### config.mk
export PLATFORM = sky130hd
export DESIGN_NAME = ide_pio_timer
export DESIGN_NICKNAME = d
export VERILOG_FILES = /design/src/rtl/ide_pio_pkg.sv /design/src/rtl/ide_addr_decode.sv /design/src/rtl/ide_drive_ctl.sv /design/src/rtl/ide_strobe_fsm.sv /design/src/rtl/ide_pio_timer.sv
export SDC_FILE = /design/constraint.sdc
export NUM_CORES = 1
export LEC_CHECK = 0
export ABC_AREA = 1
export BUFFER_PORTS_ARGS = -buffer_cell sky130_fd_sc_hd__buf_2
export CORE_AREA = 3 3 86 88
export DETAILED_ROUTE_END_ITERATION = 12
export DIE_AREA = 0 0 89 91
export PLACE_DENSITY = 0.85
export SETUP_SLACK_MARGIN = 0.3
export SKIP_CTS_REPAIR_TIMING = 1
export SYNTH_ARGS = -nofsm -noshare
export SYNTH_HDL_FRONTEND = slang
export SYNTH_SLANG_ARGS = --single-unit
export TNS_END_PERCENT = 5
### constraint.sdc
create_clock -name clk -period 3.55 [get_ports clk]
set_input_delay 0.1775 -clock clk [delete_from_list [all_inputs] [get_ports clk]]
set_output_delay 0.1775 -clock clk [all_outputs]
set_load 0.01 [all_outputs]
### src/rtl/ide_pio_pkg.sv
package ide_pio_pkg;
  localparam int CFG_W  = 16;
  localparam int TCNT_W = 8;

  localparam int BIT_ENABLE    = 15;
  localparam int BIT_SECONDARY = 14;
  localparam int SAMPLE_LSB    = 12;
  localparam int RECOV_LSB     = 8;

  localparam logic [2:0] DATA_OFF    = 3'd0;
  localparam logic [2:0] DEVHEAD_OFF = 3'd6;
  localparam logic [2:0] CTL_DA      = 3'd6;

  typedef enum logic [1:0] {
    PH_IDLE   = 2'd0,
    PH_SETUP  = 2'd1,
    PH_STROBE = 2'd2,
    PH_RECOV  = 2'd3
  } pio_phase_e;

  // per-drive nibble, bit 3 down to bit 0
  typedef struct packed {
    logic rsvd;
    logic prefetch;
    logic iordy_en;
    logic fast;
  } drv_ctl_t;

  typedef struct packed {
    logic [TCNT_W-1:0] setup;
    logic [TCNT_W-1:0] strobe;
    logic [TCNT_W-1:0] recov;
  } cyc_timing_t;

  function automatic logic [TCNT_W-1:0] sample_clocks(input logic [1:0] code);
    return TCNT_W'(5) - TCNT_W'(code);
  endfunction

  function automatic logic [TCNT_W-1:0] recovery_clocks(input logic [1:0] code);
    return TCNT_W'(4) - TCNT_W'(code);
  endfunction

  function automatic drv_ctl_t drive_nibble(input logic [CFG_W-1:0] cfg, input logic drv);
    return drv ? drv_ctl_t'(cfg[7:4]) : drv_ctl_t'(cfg[3:0]);
  endfunction
endpackage

### src/rtl/ide_addr_decode.sv
module ide_addr_decode #(
  parameter int ADDR_W = 16
) (
  input  logic              enable,
  input  logic              secondary,
  input  logic [ADDR_W-1:0] addr,
  input  logic              intrq,
  output logic              hit_cmd,
  output logic              hit_ctl,
  output logic [1:0]        irq_lines
);
  logic [1:0] cmd_v;
  logic [1:0] ctl_v;

  for (genvar ch = 0; ch < 2; ch++) begin : g_chan
    localparam logic [ADDR_W-1:0] CMD_BASE = (ch == 0) ? ADDR_W'(16'h01F0) : ADDR_W'(16'h0170);
    localparam logic [ADDR_W-1:0] CTL_PORT = (ch == 0) ? ADDR_W'(16'h03F6) : ADDR_W'(16'h0376);
    logic chan_on;
    assign chan_on      = enable && (secondary == (ch == 1));
    assign cmd_v[ch]    = chan_on && (addr[ADDR_W-1:3] == CMD_BASE[ADDR_W-1:3]);
    assign ctl_v[ch]    = chan_on && (addr == CTL_PORT);
    assign irq_lines[ch] = chan_on && intrq;
  end

  assign hit_cmd = |cmd_v;
  assign hit_ctl = |ctl_v;
endmodule

### src/rtl/ide_drive_ctl.sv
module ide_drive_ctl
  import ide_pio_pkg::*;
#(
  parameter int FAST_SETUP    = 1,
  parameter int COMPAT_SETUP  = 3,
  parameter int COMPAT_STROBE = 12,
  parameter int COMPAT_RECOV  = 5
) (
  input  logic             clk,
  input  logic             rst_n,
  input  logic [CFG_W-1:0] cfg_word,
  input  logic             sel_wr_en,
  input  logic             sel_wr_bit,
  input  logic             data_port,
  output logic             cur_drive,
  output cyc_timing_t      timing,
  output logic             iordy_en
);
  logic     drive_q;
  drv_ctl_t ctl;
  logic     use_fast;
  logic     cfg_unused;

  always_ff @(posedge clk or negedge rst_n) begin
    if (!rst_n)         drive_q <= 1'b0;
    else if (sel_wr_en) drive_q <= sel_wr_bit;
  end

  assign cur_drive = drive_q;
  assign ctl       = drive_nibble(cfg_word, drive_q);
  assign use_fast  = data_port && ctl.fast;
  assign iordy_en  = ctl.iordy_en;

  always_comb begin
    if (use_fast) begin
      timing.setup  = TCNT_W'(FAST_SETUP);
      timing.strobe = sample_clocks(cfg_word[SAMPLE_LSB +: 2]);
      timing.recov  = recovery_clocks(cfg_word[RECOV_LSB +: 2]);
    end else begin
      timing.setup  = TCNT_W'(COMPAT_SETUP);
      timing.strobe = TCNT_W'(COMPAT_STROBE);
      timing.recov  = TCNT_W'(COMPAT_RECOV);
    end
  end

  // prefetch is held in the configuration word only
  assign cfg_unused = ^{cfg_word[15:14], cfg_word[11:10], ctl.prefetch, ctl.rsvd};
endmodule

### src/rtl/ide_strobe_fsm.sv
module ide_strobe_fsm
  import ide_pio_pkg::*;
#(
  parameter int DATA_W     = 16,
  parameter int WAIT_LIMIT = 256
) (
  input  logic              clk,
  input  logic              rst_n,
  input  logic              start,
  input  logic              start_wr,
  input  logic              start_iordy_en,
  input  cyc_timing_t       start_timing,
  input  logic              iordy,
  input  logic [DATA_W-1:0] dd_in,
  output pio_phase_e        phase,
  output logic              wr_active,
  output logic [DATA_W-1:0] rdata,
  output logic              done,
  output logic              timeout_flag,
  output logic              hold_evt,
  output logic              release_evt
);
  localparam int WAIT_W = $clog2(WAIT_LIMIT + 1);

  pio_phase_e        phase_q;
  logic [TCNT_W-1:0] cnt_q, str_q, rec_q;
  logic [WAIT_W-1:0] wait_q;
  logic              ien_q, wr_q, done_q, tmo_q;
  logic [DATA_W-1:0] rdata_q;
  logic              at_sample, ready_low, wait_full;

  assign at_sample   = (phase_q == PH_STROBE) && (cnt_q == '0);
  assign ready_low   = ien_q && !iordy;
  assign wait_full   = (wait_q == WAIT_W'(WAIT_LIMIT));
  assign hold_evt    = at_sample && ready_low && !wait_full;
  assign release_evt = at_sample && !hold_evt;

  always_ff @(posedge clk or negedge rst_n) begin
    if (!rst_n) begin
      phase_q <= PH_IDLE;
      cnt_q   <= '0;
      str_q   <= '0;
      rec_q   <= '0;
      wait_q  <= '0;
      ien_q   <= 1'b0;
      wr_q    <= 1'b0;
      done_q  <= 1'b0;
      tmo_q   <= 1'b0;
      rdata_q <= '0;
    end else begin
      done_q <= 1'b0;
      unique case (phase_q)
        PH_IDLE: if (start) begin
          phase_q <= PH_SETUP;
          cnt_q   <= start_timing.setup - TCNT_W'(1);
          str_q   <= start_timing.strobe;
          rec_q   <= start_timing.recov;
          wr_q    <= start_wr;
          ien_q   <= start_iordy_en;
        end
        PH_SETUP: begin
          if (cnt_q == '0) begin
            phase_q <= PH_STROBE;
            cnt_q   <= str_q - TCNT_W'(1);
            wait_q  <= '0;
          end else begin
            cnt_q <= cnt_q - TCNT_W'(1);
          end
        end
        PH_STROBE: begin
          if (cnt_q != '0) begin
            cnt_q <= cnt_q - TCNT_W'(1);
          end else if (hold_evt) begin
            wait_q <= wait_q + WAIT_W'(1);
          end else begin
            phase_q <= PH_RECOV;
            cnt_q   <= rec_q - TCNT_W'(1);
            if (!wr_q) rdata_q <= dd_in;
            if (ready_low) tmo_q <= 1'b1;
          end
        end
        PH_RECOV: begin
          if (cnt_q == '0) begin
            phase_q <= PH_IDLE;
            done_q  <= 1'b1;
          end else begin
            cnt_q <= cnt_q - TCNT_W'(1);
          end
        end
        default: phase_q <= PH_IDLE;
      endcase
    end
  end

  assign phase        = phase_q;
  assign wr_active    = wr_q;
  assign rdata        = rdata_q;
  assign done         = done_q;
  assign timeout_flag = tmo_q;
endmodule

### src/rtl/ide_pio_timer.sv
module ide_pio_timer
  import ide_pio_pkg::*;
#(
  parameter int ADDR_W        = 16,
  parameter int DATA_W        = 16,
  parameter int WAIT_LIMIT    = 256,
  parameter int FAST_SETUP    = 1,
  parameter int COMPAT_SETUP  = 3,
  parameter int COMPAT_STROBE = 12,
  parameter int COMPAT_RECOV  = 5
) (
  input  logic              clk,
  input  logic              rst_n,
  input  logic [15:0]       cfg_word,
  input  logic              host_req,
  input  logic              host_wr,
  input  logic [ADDR_W-1:0] host_addr,
  input  logic [DATA_W-1:0] host_wdata,
  output logic              host_claim,
  output logic              host_done,
  output logic [DATA_W-1:0] host_rdata,
  output logic              ata_cs0_n,
  output logic              ata_cs1_n,
  output logic [2:0]        ata_da,
  output logic              ata_dior_n,
  output logic              ata_diow_n,
  output logic [DATA_W-1:0] ata_dd_out,
  output logic              ata_dd_oe,
  input  logic [DATA_W-1:0] ata_dd_in,
  input  logic              ata_iordy,
  input  logic              ata_intrq,
  output logic              irq14,
  output logic              irq15,
  output logic              timeout_flag
);
  logic              hit_cmd, hit_ctl;
  logic [1:0]        irq_lines;
  logic              idle, busy, start, data_port, sel_wr_en;
  logic              cur_drive, iordy_en, wr_active;
  cyc_timing_t       timing;
  pio_phase_e        phase;
  logic              hold_evt, release_evt;
  logic              cyc_ctl_q;
  logic [2:0]        da_q;
  logic [DATA_W-1:0] wdata_q;
  logic              strobe_on;

  ide_addr_decode #(.ADDR_W(ADDR_W)) u_dec (
    .enable    (cfg_word[BIT_ENABLE]),
    .secondary (cfg_word[BIT_SECONDARY]),
    .addr      (host_addr),
    .intrq     (ata_intrq),
    .hit_cmd   (hit_cmd),
    .hit_ctl   (hit_ctl),
    .irq_lines (irq_lines)
  );

  assign host_claim = host_req && (hit_cmd || hit_ctl);
  assign idle       = (phase == PH_IDLE);
  assign busy       = !idle;
  assign start      = host_claim && idle;
  assign data_port  = hit_cmd && (host_addr[2:0] == DATA_OFF);
  assign sel_wr_en  = start && host_wr && hit_cmd && (host_addr[2:0] == DEVHEAD_OFF);

  ide_drive_ctl #(
    .FAST_SETUP    (FAST_SETUP),
    .COMPAT_SETUP  (COMPAT_SETUP),
    .COMPAT_STROBE (COMPAT_STROBE),
    .COMPAT_RECOV  (COMPAT_RECOV)
  ) u_drv (
    .clk        (clk),
    .rst_n      (rst_n),
    .cfg_word   (cfg_word),
    .sel_wr_en  (sel_wr_en),
    .sel_wr_bit (host_wdata[4]),
    .data_port  (data_port),
    .cur_drive  (cur_drive),
    .timing     (timing),
    .iordy_en   (iordy_en)
  );

  ide_strobe_fsm #(.DATA_W(DATA_W), .WAIT_LIMIT(WAIT_LIMIT)) u_fsm (
    .clk            (clk),
    .rst_n          (rst_n),
    .start          (start),
    .start_wr       (host_wr),
    .start_iordy_en (iordy_en),
    .start_timing   (timing),
    .iordy          (ata_iordy),
    .dd_in          (ata_dd_in),
    .phase          (phase),
    .wr_active      (wr_active),
    .rdata          (host_rdata),
    .done           (host_done),
    .timeout_flag   (timeout_flag),
    .hold_evt       (hold_evt),
    .release_evt    (release_evt)
  );

  always_ff @(posedge clk or negedge rst_n) begin
    if (!rst_n) begin
      cyc_ctl_q <= 1'b0;
      da_q      <= '0;
      wdata_q   <= '0;
    end else if (start) begin
      cyc_ctl_q <= hit_ctl;
      da_q      <= hit_ctl ? CTL_DA : host_addr[2:0];
      wdata_q   <= host_wdata;
    end
  end

  assign strobe_on  = (phase == PH_STROBE);
  assign ata_cs0_n  = !(busy && !cyc_ctl_q);
  assign ata_cs1_n  = !(busy && cyc_ctl_q);
  assign ata_da     = busy ? da_q : 3'd0;
  assign ata_dior_n = !(strobe_on && !wr_active);
  assign ata_diow_n = !(strobe_on && wr_active);
  assign ata_dd_out = wdata_q;
  assign ata_dd_oe  = busy && wr_active;
  assign irq14      = irq_lines[0];
  assign irq15      = irq_lines[1];

  logic drive_unused;
  assign drive_unused = cur_drive;
endmodule

==> results.toml, run 1 <==
[power]
pwr-share-seq = 0.354
p_sw_frac = 0.3947
finalPower_mw = 2.454
p_per_area_nw_per_um2 = 544.1
switchingPower_uw = 968.8
combPwrFrac = 0.382
vdd_drop_max_mv = 0.3673
p_int_mw = 1.485
p_leak_nw = 2.459
clock_power_share = 0.265

[placement]
post-place-cells = 661
hpwlAfterDp_mm = 6.424
gp_congestion = 0.8737
portBuffers = 108

[critical_path]
cp_top_family = "simple AND/OR/NAND/NOR gates"
arrival_ps = 2660
cp_max_fo = 32
path_buf_inv = 3
worstSetupEndpointType = "flop"
crit_type = "flop to flop"
crit_top_cell = "inv_1"
cp.depth = 10
cp_cell_sequence = "inv_1 > ha_1 > inv_1 > nor2_2 > nand2_2 > nor2_4 > inv_4 > nand4_4 > nand2_1 > o21ai_1"
rr_worst_depth = 10
cp_data_required_time_ps = 3810
start_kind = "flop"
slowest_stage = "ha_1"
max_stage_delay_ps = 510

[route]
wirelength_mm = 8.631
drt-wirelength-per-cell_um = 12.73
firstDrtPassIters = 6
postRouteAntennaNets = 0
vias = 3492
drc = 0
drt-vias-per-instance = 5.150
drtIter0Drc = 243

[sta]
period_share = 0.6778
finalSetupTns_ps = 0
period_minus_slack_ps = 2406
slew-limit-headroom = 0.5522
finalHoldViolCount = 0
tightest_slew_ps = 671.7
setup-violations-final = 0
rsz0062_at_grt = "false"
max_freq_mhz = 415.6
drv_slew = 0
fin_worst_skew_ps = 9.183

[clock_network]
cts_num_sinks = 67
clk_pin_slew_ps = 70
htreeDepth = 3
clock_path_buffers = 2
cts_buffers = 9
ctsRootBufferMaster = "clkbuf_8"
cts_tree = "done"
clk_latency_ps = 340

[die]
ios = 115
fp.dieW_um = 89
rows = 30
chipHeight_um = 91
initial_core_util = 0.5555
die_area_um2 = 8099
core_um2 = 6719

[final_layout]
num_antenna_cells = 0
nNetsFinal = 676
stdcell_count = 678
area_growth_pct = 20.85
layout_common_cells = "buf_2 (108), nand2_1 (97), inv_1 (86)"
final_common_cell = "buf_2"
fill_cells = 528
layout-drive-gt1-share = 0.2391

[logic_synthesis]
yosys_warnings = 0
synth-async-reset-ratio = 1.000
synth_fp_nets = 569
yosysSeqAreaShare = 0.4492
syn_inst = 486
synthDistinctLibCells = 38
syn_area_um2 = 3732
synth_edf_count = 0
syn_area_per_cell_um2 = 7.680
synthFlopType = "dfrtp_1"
synth_seq_cells = 67

[global_routing]
grt_pass1_vias = 3475
overflow = 0
track_usage = 0.2269
grt_max_degree = 42
grt_pass1_wl_mm = 14.81
antenna_found_initial = 0

[hold_path]
min_path_cells = 2
min_path_type = "primary input to flop"

[run]
cap_violations = 0

[status]
status = "completed"
==> Yosys cell counts (all sizes together), types with 2 or more instances <==
cell type	number	area [um^2]
a21oi	29	145.1
buf	12	78.82
clkbuf	3	11.26
dfrtp	67	1677
ha	13	162.7
inv	88	332.8
nand2	100	387.9
nand3	20	115.1
nand4	8	65.06
nor2	62	261.5
nor3	11	66.32
o21ai	50	250.2
o22ai	3	18.77
or2	2	12.51
xnor2	2	17.52
xor2	6	52.55
==> cell families (layout without fill, tap and decap cells) <==
family / Yosys count / after routing / synth area share
compound gates: 88 / 88 / 0.1237
xor+xnor: 8 / 8 / 0.01877
buf+inv: 103 / 215 / 0.1133
fa+ha+maj: 13 / 13 / 0.04358
mux: 1 / 1 / 0.002682
flops: 67 / 67 / 0.4492
simple gates: 206 / 206 / 0.2487
==> worst paths after layout <==
kind | startpoint | endpoint | slack [ps]
max | u_fsm.phase[0] | u_fsm.rdata[5] | 1140
min in group asynchronous | rst_n | u_fsm.cnt_q[4] | 370
max reg2reg | u_fsm.phase[0] | u_fsm.rdata[5] | 1140
min | cfg_word[12] | u_fsm.str_q[0] | 20
max in group asynchronous | rst_n | u_fsm.cnt_q[1] | 2250
min reg2reg | u_fsm.timeout_flag | u_fsm.timeout_flag | 480
==> layout make-up <==
| cell class | count | area, um^2 | share of cell area |
|---|---|---|---|
| Clock buffer | 10 | 137.6 | 0.03051 |
| Clock inverter | 6 | 65.06 | 0.01442 |
| Inverter | 88 | 332.8 | 0.07379 |
| Multi-Input combinational cell | 316 | 1633 | 0.3620 |
| Sequential cell | 67 | 1677 | 0.3717 |
| Tap cell | 80 | 100.1 | 0.02219 |
| Timing Repair Buffer | 111 | 565.5 | 0.1254 |
==> per-layer routing <==
layer / vias up / global-route usage / part of all wire
met1: 1613 / 0.2837 / 0.43
li1: 1745 / - / -
met5: - / 0 / 0
met3: 15 / 0.07078 / 0.070
met2: 119 / 0.3645 / 0.49
met4: 0 / 0.08561 / 0.015
==> power groups by stage <==
stage / combinational, mW / sequential [mW] / clock, mW
after floorplan: 0.684 / 0.871 / 0
after CTS: 0.931 / 0.866 / 0.659
after global routing: 1.06 / 0.876 / 0.693
after global placement: 0.888 / 0.877 / 0
after detailed placement: 0.923 / 0.881 / 0
final: 0.937 / 0.868 / 0.650
==> registers in the layout (all words and copies together) (netlist names) <==
signal              count
ata_dd_out             16
u_fsm.rdata            16
u_fsm.wait_q            9
u_fsm.cnt_q             8
u_fsm.str_q             4
da_q                    3
u_fsm.rec_q             3
u_fsm.phase             2
cyc_ctl_q               1
u_drv.cur_drive         1
u_fsm.done              1
u_fsm.ien_q             1
u_fsm.timeout_flag      1
u_fsm.wr_active         1
==> per-stage QoR <==
step | util | hold slack, ps | setup slack, ps | cell area [um^2]
final | 0.6713 | 17.33 | 1144 | 4511
after global routing | 0.6713 | 19.45 | 942.3 | 4511
after floorplan | - | -118.1 | 1821 | 3732
after global placement | 0.6397 | 211.0 | 1275 | 4298
after CTS | 0.6698 | -153.9 | 1162 | 4501
after detailed placement | 0.6397 | 226.2 | 1183 | 4298
No activity file was read; power rests on OpenSTA's default activity.
==> inputs of run 2 (changes only) <==
--- a/config.mk
+++ b/config.mk
@@ -5,12 +5,12 @@
 export SDC_FILE = /design/constraint.sdc
 export NUM_CORES = 1
 export LEC_CHECK = 0
-export ABC_AREA = 1
+export ABC_AREA = 0
 export BUFFER_PORTS_ARGS = -buffer_cell sky130_fd_sc_hd__buf_2
-export CORE_AREA = 3 3 86 88
+export CORE_AREA = 3 3 93 95
 export DETAILED_ROUTE_END_ITERATION = 12
-export DIE_AREA = 0 0 89 91
-export PLACE_DENSITY = 0.85
+export DIE_AREA = 0 0 96 98
+export PLACE_DENSITY = 0.75
 export SETUP_SLACK_MARGIN = 0.3
 export SKIP_CTS_REPAIR_TIMING = 1
 export SYNTH_ARGS = -nofsm -noshare
==> constraint.sdc (replaced) <==
create_clock -name clk -period 2.2 [get_ports clk]
set_input_delay 0.11 -clock clk [delete_from_list [all_inputs] [get_ports clk]]
set_output_delay 0.11 -clock clk [all_outputs]
set_load 0.01 [all_outputs]
==> run 2 against run 1 <==
  * The run now ends with negative hold slack left
  * Worst hold slack worse by 64 ps
  * Die area is 16% higher
  * Sequential share of layout area down 4.4 points
  * Sequential cell count stayed put
  * Global-route usage shrank 1.4 points
  * Area after synthesis down 3.7%
  * Largest cell class is now multi-input combinational cells
  * Critical path depth shrank 3
==> results.toml, run 2 <==
[logic_synthesis]
synth_most_common_cell = "nand2_1"
synth_seq_cells = 67
synthDistinctLibCells = 61
synth_edf_count = 0
yosysTopAreaCell = "dfrtp_1"
syn_area_per_cell_um2 = 9.660
yosys_warnings = 0
syn_inst = 372
synth_common_cells = "nand2_1 (76), dfrtp_1 (67), inv_1 (24), o21ai_0 (17), nor2_1 (15)"
yosysTopAreaCellShare = 0.4666
syn_area_um2 = 3593
synth_area_leaders = "dfrtp_1 (47%), nand2_1 (7.9%), ha_1 (4.5%), mux2_1 (3.1%), mux2_2 (3.1%)"
synth_fp_nets = 455
yosysSeqAreaShare = 0.4666
synthFlopType = "dfrtp_1"
synth-async-reset-ratio = 1.000

[die]
ios = 115
die_area_um2 = 9408
fp.dieW_um = 96
initial_core_util = 0.4603
rows = 32
core_um2 = 7807
chipHeight_um = 98

[critical_path]
start_kind = "flop"
max_stage_delay_ps = 440
cp_top_family = "simple AND/OR/NAND/NOR gates"
worstSetupEndpointType = "flop"
cp_data_required_time_ps = 2440
crit_type = "flop to flop"
rr_worst_depth = 7
cp_cell_sequence = "inv_2 > ha_4 > nor4bb_4 > a21oi_4 > nor3_4 > clkbuf_16 > mux2_4"
cp.depth = 7
arrival_ps = 2280
path_buf_inv = 2
cp_max_fo = 8
slowest_stage = "dfrtp_2"

[final_layout]
layout-drive-gt1-share = 0.3517
final_cell_area_um2 = 5125
fill_cells = 558
layout_common_cells = "buf_2 (108), nand2_1 (76), dfrtp_1 (66)"
area_growth_pct = 42.62
register_area_um2 = 1678
final_common_cell = "buf_2"
nNetsFinal = 621
multiInputGateArea_um2 = 1891
num_antenna_cells = 0

[route]
drt-vias-per-instance = 5.516
vias = 3558
postRouteAntennaNets = 0
drtIter0Drc = 248
drc = 0
wirelength_mm = 10.95
firstDrtPassIters = 5
drt-wirelength-per-cell_um = 16.98

[power]
vdd_drop_max_mv = 0.7150
p_leak_nw = 2.538
p_per_area_nw_per_um2 = 1026

[placement]
place_ws_ps = 142.1
portBuffers = 108
gp_congestion = 0.8783
place_area_um2 = 4355
hpwlAfterDp_mm = 6.911

[clock_network]
cts_tree = "done"
cts_num_sinks = 67
ctsRootBufferMaster = "clkbuf_8"
clock_path_buffers = 2
clk_latency_ps = 350
clk_pin_slew_ps = 80
cts_buffers = 9
htreeDepth = 3

[global_routing]
grt_max_degree = 68
grt_pass1_wl_mm = 15.96
overflow = 0
grt_pass1_vias = 3453
antenna_found_initial = 0
track_usage = 0.2128

[hold_path]
min_path_type = "primary input to async pin"

[sta]
period_minus_slack_ps = 2043
setup_ws_ps = 157.3
drv_slew = 0
fin_worst_skew_ps = 11.29
slew-limit-headroom = 0.4230
period_share = 0.9285
setup-violations-final = 0
worst_hold_slack_ps = -46.94
finalSetupTns_ps = 0
tightest_slew_ps = 865.5
finalHoldViolCount = 67
max_freq_mhz = 489.5
rsz0062_at_grt = "true"

[run]
cap_violations = 0

[status]
violations = "negative hold slack"
status = "complete, but fails checks"
-- run 2: cell count changes after synthesis, moves of 17 or more --
| cell | before | now |
|---|---|---|
| nand2_1 | 97 | 76 |
| a21oi_1 | 29 | 12 |
| inv_1 | 86 | 24 |
| o21ai_1 | 23 | 0 |
| nor2_1 | 58 | 15 |
-- run 2: routing by layer --
layer | vias up | track usage | wire length (um)
li1 | 1668 | - | -
met1 | 1716 | 0.2570 | 4276
met2 | 159 | 0.3494 | 5657
met3 | 15 | 0.07858 | 859
met4 | 0 | 0.06674 | 161
met5 | - | 0 | 0
-- run 2: cell type report --
class	instances	share of cell area
Inverter	24	0.01758
Clock inverter	6	0.01855
Sequential cell	67	0.3274
Clock buffer	10	0.02686
Timing Repair Buffer	168	0.2158
Tap cell	102	0.02490
Multi-Input combinational cell	268	0.3689
-- run 2: logic make-up after synthesis --
kind of cell,count (synthesis),share of synthesized area
xor+xnor,4,0.009748
simple gates,147,0.2047
compound gates,81,0.1598
mux,23,0.07103
fa+ha+maj,13,0.04527
buf+inv,37,0.04283
flops,67,0.4666
-- run 2: power by group --
| part | leakage, nW | switching, mW | internal (mW) |
|---|---|---|---|
| Sequential | 0.854 | 0.197 | 1.47 |
| Clock | 0.117 | 0.522 | 0.681 |
| Combinational | 1.57 | 1.25 | 1.13 |
-- run 2: per-stage QoR --
stage / cells / hold slack, ps / power, mW / util
after floorplan: 372 / -185.6 / 3.027 / -
after global placement: 585 / 299.3 / 3.665 / 0.5579
after detailed placement: 585 / 304.8 / 3.734 / 0.5579
after CTS: 601 / -66.20 / 4.931 / 0.5877
after global routing: 645 / 2.541 / 5.577 / 0.6564
final: 645 / -46.94 / 5.259 / 0.6564
-- run 2: worst paths after layout --
kind | startpoint | end | slack, ps
min in group clk | host_wdata[4] | ata_dd_out[4] | -10
worst min register to register | ata_dd_out[9] | ata_dd_out[9] | 480
worst max register to register | u_fsm.wait_q[0] | u_fsm.rdata[12] | 160
worst max-delay path | u_fsm.wait_q[0] | u_fsm.rdata[12] | 160
max in group asynchronous | rst_n | u_fsm.wait_q[0] | 1620
worst min-delay path | rst_n | ata_dd_out[9] | -50
-- run 2: worst reg2reg max path, cell delays in order (launching register included) --
cell,delay (ps)
dfrtp_2,440
inv_2,70
ha_4,110
nor4bb_4,350
a21oi_4,120
nor3_4,300
clkbuf_16,230
mux2_4,310
==> inputs of run 3 (changes only) <==
--- a/config.mk
+++ b/config.mk
@@ -10,10 +10,11 @@
 export CORE_AREA = 3 3 93 95
 export DETAILED_ROUTE_END_ITERATION = 12
 export DIE_AREA = 0 0 96 98
+export HOLD_SLACK_MARGIN = 0.03
+export MAX_ROUTING_LAYER = met4
 export PLACE_DENSITY = 0.75
 export SETUP_SLACK_MARGIN = 0.3
 export SKIP_CTS_REPAIR_TIMING = 1
 export SYNTH_ARGS = -nofsm -noshare
 export SYNTH_HDL_FRONTEND = slang
 export SYNTH_SLANG_ARGS = --single-unit
-export TNS_END_PERCENT = 5
==> run 3 against run 2 <==
  * The flow now finishes without violations
  * Routed wire length increased by 8.4%
  * First-iteration DRC count increased by 43%
  * Sequential cell count unchanged
  * Critical path type unchanged
  * Largest cell class unchanged
==> results.toml, run 3 (synthesis results as in run 2) <==
[clock_network]
htreeDepth = 3
ctsRootBufferMaster = "clkbuf_8"
cts_num_sinks = 67
clock_path_buffers = 2
cts_buffers = 9
clk_latency_ps = 350
cts_tree = "done"
clk_pin_slew_ps = 90

[critical_path]
worstSetupEndpointType = "flop"
cp_top_family = "compound AO/OA/AOI/OAI gates"
r2r_start = "u_fsm.cnt_q[0]"
start_kind = "flop"
cp_cell_sequence = "inv_2 > ha_4 > nor3b_4 > buf_6 > a31oi_1 > o21ai_1 > nand4_1 > a211o_1"
crit_type = "flop to flop"
arrival_ps = 2240
cp_max_fo = 6
slowest_stage = "dfrtp_1"
rr_worst_depth = 8
max_stage_delay_ps = 400
cp_data_required_time_ps = 2440
reg2reg_to = "u_fsm.cnt_q[5]"
path_buf_inv = 2
r2r_slack_ps = 200

[die]
chipHeight_um = 98
die_area_um2 = 9408
initial_core_util = 0.4603
core_um2 = 7807
ios = 115
fp.dieW_um = 96
rows = 32

[sta]
finalSetupTns_ps = 0
max_freq_mhz = 500.5
tightest_slew_ps = 617.0
drv_slew = 0
finalHoldViolCount = 0
rsz0062_at_grt = "true"
slew-limit-headroom = 0.5887
setup-violations-final = 0
period_share = 0.9082
period_minus_slack_ps = 1998
fin_worst_skew_ps = 9.105

[placement]
post-place-cells = 587
portBuffers = 108
hpwlAfterDp_mm = 6.909
gp_congestion = 0.8838

[final_layout]
multiInputGateArea_um2 = 2002
layout-drive-gt1-share = 0.3835
register_area_um2 = 1677
layout_common_cells = "buf_2 (108), nand2_1 (76), dfrtp_1 (67)"
num_antenna_cells = 0
nNetsFinal = 636
fill_cells = 531
area_growth_pct = 49.03
stdcell_count = 660
final_common_cell = "buf_2"

[power]
pwr-share-seq = 0.299
p_int_mw = 3.295
p_leak_nw = 2.593
switchingPower_mw = 2.252
combPwrFrac = 0.503
p_sw_frac = 0.4060
vdd_drop_max_mv = 1.000
clock_power_share = 0.198
p_per_area_nw_per_um2 = 1036

[route]
firstDrtPassIters = 5
drt-vias-per-instance = 5.603
drt-wirelength-per-cell_um = 17.99
wirelength_mm = 11.88
drc = 0
drtIter0Drc = 355
vias = 3698
postRouteAntennaNets = 0

[global_routing]
overflow = 0
track_usage = 0.2110
grt_pass1_wl_mm = 15.54
grt_max_degree = 44
grt_pass1_vias = 3280
antenna_found_initial = 0

[hold_path]
min_path_type = "primary input to flop"
hold_path_end = "u_fsm.rec_q[0]"
min_path_cells = 3
holdCritStartpoint = "cfg_word[8]"

[status]
status = "completed"

[run]
cap_violations = 0
-- run 3: worst max-delay path by stage --
stage                                 end  depth (start not counted)  slack (ps)            start
after floorplan           u_fsm.rdata[10]                          7         230  u_fsm.wait_q[0]
after detailed placement   u_fsm.cnt_q[1]                          7         120  u_fsm.wait_q[1]
after global placement     u_fsm.cnt_q[1]                          7         130  u_fsm.wait_q[1]
after global routing      u_fsm.rdata[11]                          7         120  u_fsm.wait_q[1]
after CTS                  u_fsm.cnt_q[1]                          7         100  u_fsm.wait_q[1]
final                      u_fsm.cnt_q[5]                          8         200   u_fsm.cnt_q[0]
-- run 3: final cells by class --
type	instances	area share
repair buffers	183	0.2332
multi-input cells	268	0.3738
flip-flops and latches	67	0.3131
clock inverters	7	0.01542
inverters	24	0.01752
well taps	102	0.02383
clock buffers	9	0.02313
-- run 3: worst register-to-register path: stages, from the launching register on --
cell,delay [ps]
dfrtp_1,400
inv_2,130
ha_4,150
nor3b_4,300
buf_6,190
a31oi_1,130
o21ai_1,140
nand4_1,110
a211o_1,320
-- run 3: power groups by stage --
stage          Clock, mW  Combinational (mW)  Sequential (mW)
6_report            1.10                2.79             1.66
5_1_grt             1.16                2.99             1.68
4_1_cts             1.10                2.10             1.64
3_5_place_dp           0                2.09             1.66
3_3_place_gp           0                2.04             1.65
2_1_floorplan          0                1.32             1.71
-- run 3: layer usage --
metal	share of wire	global-route usage	up-vias
met5	0	-	-
met4	0.022	0.05580	0
met3	0.063	0.04622	28
met2	0.53	0.3335	159
met1	0.39	0.2730	1816
li1	-	-	1695
-- run 3: per-stage QoR --
step	area [um^2]	utilization	setup slack [ps]	power, mW	hold slack [ps]
after detailed placement	4398	0.5633	118.7	3.752	166.0
final	5355	0.6859	201.9	5.548	37.63
after floorplan	3635	-	229.7	3.034	-185.6
after CTS	4604	0.5897	102.6	4.841	-216.0
after global routing	5355	0.6859	121.5	5.824	91.42
after global placement	4398	0.5633	132.6	3.685	148.9
